===== config.mk =====
export PLATFORM = sky130hd
export DESIGN_NAME = vscale_fetch_planner
export DESIGN_NICKNAME = d
export VERILOG_FILES = /design/src/rtl/vsp_pkg.sv /design/src/rtl/vsp_phase_acc.sv /design/src/rtl/vsp_fetch_decide.sv /design/src/rtl/vsp_addr_gen.sv /design/src/rtl/vscale_fetch_planner.sv
export SDC_FILE = /design/constraint.sdc
export NUM_CORES = 1
export LEC_CHECK = 0
export ABC_AREA = 1
export BUFFER_PORTS_ARGS = -buffer_cell sky130_fd_sc_hd__buf_2
export CELL_PAD_IN_SITES_DETAIL_PLACEMENT = 0
export CELL_PAD_IN_SITES_GLOBAL_PLACEMENT = 2
export CORE_MARGIN = 5
export CORE_UTILIZATION = 37
export CTS_BUF_LIST = sky130_fd_sc_hd__clkbuf_8 sky130_fd_sc_hd__clkbuf_16
export CTS_CLUSTER_SIZE = 16
export DETAILED_ROUTE_END_ITERATION = 12
export GPL_TIMING_DRIVEN = 0
export PLACE_DENSITY = 0.95
export SYNTH_ARGS = -nofsm -noshare
export SYNTH_HDL_FRONTEND = slang
export SYNTH_SLANG_ARGS = --single-unit
export TNS_END_PERCENT = 50

===== constraint.sdc =====
create_clock -name clk -period 10.3 [get_ports clk]
set_input_delay 0.515 -clock clk [delete_from_list [all_inputs] [get_ports clk]]
set_output_delay 0.515 -clock clk [all_outputs]
set_load 0.005 [all_outputs]

===== src/rtl/vsp_pkg.sv =====
package vsp_pkg;
  typedef enum logic [1:0] {
    ACT_REUSE = 2'd0,
    ACT_NEXT  = 2'd1,
    ACT_JUMP  = 2'd2
  } act_e;
endpackage


===== src/rtl/vsp_phase_acc.sv =====
module vsp_phase_acc #(
  parameter int INT_W   = 4,
  parameter int FRAC_W  = 16,
  parameter int PHASE_W = 5,
  localparam int CNT_W  = INT_W + 1
) (
  input  logic               clk,
  input  logic               rst,
  input  logic               step,
  input  logic               restart,
  input  logic [INT_W-1:0]   inc_int,
  input  logic [FRAC_W-1:0]  inc_frac,
  output logic [PHASE_W-1:0] phase,
  output logic [CNT_W-1:0]   count
);
  logic [FRAC_W-1:0] frac_q;
  logic [FRAC_W:0]   sum;

  assign sum   = {1'b0, frac_q} + {1'b0, inc_frac};
  // carry predicts the fetch count before the register is written
  assign count = {1'b0, inc_int} + CNT_W'(sum[FRAC_W]);
  assign phase = frac_q[FRAC_W-1 -: PHASE_W];

  always_ff @(posedge clk) begin
    if (rst || restart) frac_q <= '0;
    else if (step)      frac_q <= sum[FRAC_W-1:0];
  end

  assert_frac_hold_R3: assert property (@(posedge clk) disable iff (rst)
    (!step && !restart) |=> $stable(frac_q));
  assert_frac_clear_R9: assert property (@(posedge clk) disable iff (rst)
    restart |=> (frac_q == '0));
endmodule


===== src/rtl/vsp_fetch_decide.sv =====
module vsp_fetch_decide #(
  parameter int CNT_W = 5,
  parameter int TAPS  = 5
) (
  input  logic [CNT_W-1:0] count,
  output vsp_pkg::act_e    act
);
  import vsp_pkg::*;
  always_comb begin
    if (count == '0)                act = ACT_REUSE;
    else if (count < CNT_W'(TAPS))  act = ACT_NEXT;
    else                            act = ACT_JUMP;
  end
endmodule


===== src/rtl/vsp_addr_gen.sv =====
module vsp_addr_gen #(
  parameter int ADDR_W = 32,
  parameter int CNT_W  = 5,
  parameter int TAPS   = 5
) (
  input  logic              clk,
  input  logic              rst,
  input  logic              step,
  input  logic              restart,
  input  logic [ADDR_W-1:0] base,
  input  logic [ADDR_W-1:0] stride,
  input  logic [CNT_W-1:0]  count,
  output logic [ADDR_W-1:0] jump_addr,
  output logic [ADDR_W-1:0] seq_addr
);
  logic [ADDR_W-1:0] line_q;
  logic [ADDR_W-1:0] acc [CNT_W+1];
  logic [ADDR_W-1:0] advance;

  // shift-add product of count and stride
  assign acc[0] = '0;
  for (genvar i = 0; i < CNT_W; i++) begin : g_pp
    assign acc[i+1] = acc[i] + (count[i] ? (stride << i) : '0);
  end
  assign advance   = acc[CNT_W];
  assign jump_addr = line_q + advance;
  assign seq_addr  = line_q + ADDR_W'(TAPS) * stride;

  always_ff @(posedge clk) begin
    if (rst)          line_q <= '0;
    else if (restart) line_q <= base;
    else if (step)    line_q <= line_q + advance;
  end

  assert_base_load_R9: assert property (@(posedge clk) disable iff (rst)
    restart |=> (line_q == $past(base)));
  assert_line_hold_R8: assert property (@(posedge clk) disable iff (rst)
    (!step && !restart) |=> $stable(line_q));
endmodule


===== src/rtl/vscale_fetch_planner.sv =====
module vscale_fetch_planner #(
  parameter int INT_W   = 4,
  parameter int FRAC_W  = 16,
  parameter int PHASE_W = 5,
  parameter int ADDR_W  = 32,
  parameter int TAPS    = 5,
  localparam int CNT_W  = INT_W + 1
) (
  input  logic               clk,
  input  logic               rst,
  input  logic               frame_start,
  input  logic               line_stb,
  input  logic [INT_W-1:0]   inc_int,
  input  logic [FRAC_W-1:0]  inc_frac,
  input  logic [ADDR_W-1:0]  base_addr,
  input  logic [ADDR_W-1:0]  stride,
  output logic [PHASE_W-1:0] phase_o,
  output logic [CNT_W-1:0]   count_o,
  output logic [1:0]         action_o,
  output logic [ADDR_W-1:0]  fetch_addr_o,
  output logic               plan_valid_o
);
  import vsp_pkg::*;

  logic               accept;
  logic [PHASE_W-1:0] phase_c;
  logic [CNT_W-1:0]   count_c;
  act_e               act_c;
  logic [ADDR_W-1:0]  jump_addr, seq_addr;

  assign accept = line_stb && !frame_start;

  vsp_phase_acc #(.INT_W(INT_W), .FRAC_W(FRAC_W), .PHASE_W(PHASE_W)) u_acc (
    .clk(clk), .rst(rst), .step(accept), .restart(frame_start),
    .inc_int(inc_int), .inc_frac(inc_frac), .phase(phase_c), .count(count_c));

  vsp_fetch_decide #(.CNT_W(CNT_W), .TAPS(TAPS)) u_dec (
    .count(count_c), .act(act_c));

  vsp_addr_gen #(.ADDR_W(ADDR_W), .CNT_W(CNT_W), .TAPS(TAPS)) u_addr (
    .clk(clk), .rst(rst), .step(accept), .restart(frame_start),
    .base(base_addr), .stride(stride), .count(count_c),
    .jump_addr(jump_addr), .seq_addr(seq_addr));

  always_ff @(posedge clk) begin
    if (rst) begin
      phase_o      <= '0;
      count_o      <= '0;
      action_o     <= ACT_REUSE;
      fetch_addr_o <= '0;
      plan_valid_o <= 1'b0;
    end else begin
      plan_valid_o <= accept;
      if (accept) begin
        phase_o      <= phase_c;
        count_o      <= count_c;
        action_o     <= act_c;
        fetch_addr_o <= (act_c == ACT_JUMP) ? jump_addr : seq_addr;
      end
    end
  end

  assert_valid_pulse_R10: assert property (@(posedge clk) disable iff (rst)
    !accept |=> !plan_valid_o);
  assert_hold_R10: assert property (@(posedge clk) disable iff (rst)
    !accept |=> ($stable(count_o) && $stable(fetch_addr_o) && $stable(phase_o)));
  assert_reuse_R5: assert property (@(posedge clk) disable iff (rst)
    (plan_valid_o && count_o == '0) |-> (action_o == ACT_REUSE));
  assert_next_R6: assert property (@(posedge clk) disable iff (rst)
    (plan_valid_o && count_o != '0 && count_o < CNT_W'(TAPS)) |-> (action_o == ACT_NEXT));
  assert_jump_R7: assert property (@(posedge clk) disable iff (rst)
    (plan_valid_o && count_o >= CNT_W'(TAPS)) |-> (action_o == ACT_JUMP));
  assert_count_R4: assert property (@(posedge clk) disable iff (rst)
    accept |=> (count_o >= CNT_W'($past(inc_int)) && count_o <= CNT_W'($past(inc_int)) + 1'b1));
endmodule


==> impl_results.md <==
- Peak supply drop: 95.3 uV
- Layout Cell Area excl Fill: 0.0153 mm^2
- Crit path time final: 7.89 ns
- Io pins: 133
- Met3 usage: 0.0479
- CTS max path bufs: 2
- Cell count after synthesis: 2101
- WL per Instance: 19.7 um
- Compound-cell area share of the yosys netlist: 0.0977
- Setup CP Type: flip-flop to flip-flop
- Die width: 203 um
- CTS Root Cell: clkbuf_16
- Post-DP Area: 0.0150 mm^2
- Clk_lat worst skew: 0.39 ns
- GR Util met2: 0.436
- LEAKAGE: 8.85 nW
- Total grt overflow: 0
- Worst Path Required: 10.58 ns
- Area grow syn2layout: 11.6%
- Vias per cell: 5.05
- CP Launch Type: flip-flop
- Critical Path Fanout Max: 10
- Final ANT Viol Nets: 0
- Final setup violation count: 0
- Final HPWL from detailed placement: 44.8 mm
- Sequential share of the synthesized area: 0.136
- Leading cell types in the layout, fill and taps excluded: nand2_1, inv_1, nor2_1, fa_1, buf_2
- Final worst slack: 2.41 ns
- Fraction of registers with async set or reset after synthesis: 0
- Worst slew pin tran: 1.03 ns
- Synth Area in XOR/XNOR: 0.0217
- Gpl congestion: 0.937
- TritonRoute pass-1 iters: 7
- Initial DRC count: 871
- PwrDens: 220 mW/mm^2
- CORE AREA: 0.0366 mm^2
- Hold Crit Class: input pin to flip-flop
- Slew headroom: 0.317
- Critical Path Max Stage Delay: 0.69 ns
- H-tree depth: 3
- Multiplexer area fraction after synthesis: 0
- EDFF count, synth: 0
- Final hold violation count: 0
- Post-CTS sizing: 0
- Max Fclk: 0.127 GHz
- Main flop type after synthesis: dfxtp_1
- Row cnt: 70
- CTS Buf Count: 9
- CTS tree: built
- Register bit total from synthesis: 93
- Area of the die: 0.0410 mm^2
- PortBufs: 131
- Synth Area in Adders: 0.313
- Netlist cell types: 49
- Vias in the first global route: 13900
- Fill count: 4020
- M1 GR Usage: 0.338
- First-pass GRT wire length: 80.6 mm
- Crit path buf inv count: 4
- Largest family of logic cells by synthesized area: adder cells
- Total GRT Usage: 0.260
- Die span in y: 203 um
- Most common cell after layout, fill and taps aside: nand2_1
- RSZ-0062 raised after global routing: false
- Setup bufs post-CTS: 0
- CTS clk-pin slew, worst paths: 0.08 ns
- Cell Area, Synth: 0.0137 mm^2
- CP arrival: 8.17 ns
- Final period util: 0.766
- Outcome: finished, final reports clean
- Pin count of the biggest net entering global routing: 18
- Critical-path top delay cell: clkbuf_1
- CTS hold repair buffers: 0
- Layout cell share with drive strength beyond 1: 0.0805
- DRC viols: 0
- Core Util, Final: 0.418
- Initial antenna violation count: 1
- Crit path capture type: flip-flop
- Post-synthesis net count: 2446
- Slew Limit Fails: 0
- Total Wirelength: 53.4 mm
- Via count: 13700
- Synth Area per Inst: 6.53 um^2
- Family with the most delay on the worst path: adder cells
- GR peak layer: met2
- Yosys warns: 0
- CP dominant cell by count: nand2_1
- Post-synthesis simple-gate area fraction: 0.281
- Place WS: 2.05 ns
- Starting density of the core: 0.375
- Worst hold slack: 0.408 ns
- Max-cap violation count: 0
- Antenna cell count: 0
- Setup TNS: 0 ns
- Nets: 2588
- Skew final: 0.0124 ns
- # clock sinks: 93
[sequential cells by signal, summed over array words and instances, names as in the netlist]
name           cells
fetch_addr_o      32
u_addr.line_q     32
u_acc.frac_q      16
count_o            5
phase_o            5
action_o           2
plan_valid_o       1
[power breakdown]
part	internal, mW	total, mW	switching (mW)
clock	0.242	0.427	0.185
sequential	0.420	0.469	0.0492
combinational	0.812	2.47	1.65
[worst register-to-register path: cells and delay by family, from the launching register on]
family	cells	cell delay, ns
xor gates and xnor gates	1	0.19
AOI/OAI and AO/OA	3	0.79
buffers and inverters	4	1.42
and+or+nand+nor	17	2.01
adders and majority gates	8	3.10
DFF	1	0.32
[cells in the mapped netlist (19+ instances only)]
library cell / number / area (um^2)
nand2_1: 538 / 2020
inv_1: 486 / 1820
nor2_1: 225 / 845
fa_1: 144 / 2880
nand3_1: 119 / 596
ha_1: 113 / 1410
a21oi_1: 98 / 490
dfxtp_1: 93 / 1860
o21ai_0: 55 / 275
clkbuf_1: 34 / 128
xor2_1: 24 / 210
nand4_1: 23 / 144
a31oi_1: 19 / 119
[layer usage]
| layer | vias to the layer above | part of all wire |
|---|---|---|
| met5 | - | 0.00024 |
| met4 | 2 | 0.038 |
| met3 | 83 | 0.066 |
| met2 | 436 | 0.46 |
| met1 | 6510 | 0.43 |
| li1 | 6695 | - |
[path summary, 6_finish.rpt]
| path | depth (start not counted) | to | slack, ns | start |
|---|---|---|---|---|
| setup / recovery | 33 | fetch_addr_o[21] | 2.41 | u_acc.frac_q[0] |
| hold / removal | 3 | u_addr.line_q[27] | 0.41 | base_addr[27] |
| setup reg to reg | 33 | fetch_addr_o[21] | 2.41 | u_acc.frac_q[0] |
| hold reg to reg | 2 | fetch_addr_o[0] | 0.47 | fetch_addr_o[0] |
[area by class of cell]
class / instances / area, um^2 / share of cell area
buffer: 46 / 198 / 0.0129
clock buffer: 9 / 225 / 0.0147
clock inverter: 7 / 128 / 0.00834
inverter: 496 / 1860 / 0.122
multi-input combinational: 1466 / 9790 / 0.640
sequential: 93 / 1860 / 0.122
tap: 468 / 586 / 0.0382
timing repair buffer: 131 / 656 / 0.0428
[per-stage QoR]
step | total power [mW] | instances
2_1_floorplan | 2.15 | 2101
3_3_place_gp | 2.89 | 2700
4_1_cts | 3.34 | 2716
6_report | 3.36 | 2716
3_5_place_dp | 2.90 | 2700
5_1_grt | 3.70 | 2716
[cells by family after synthesis]
kind of cell               count (synthesis)
AOI/OAI and AO/OA                        235
xor gates and xnor gates                  34
adders and majority gates                257
buffers and inverters                    542
DFF                                       93
and+or+nand+nor                          940
No activity file was read; power rests on OpenSTA's default activity.
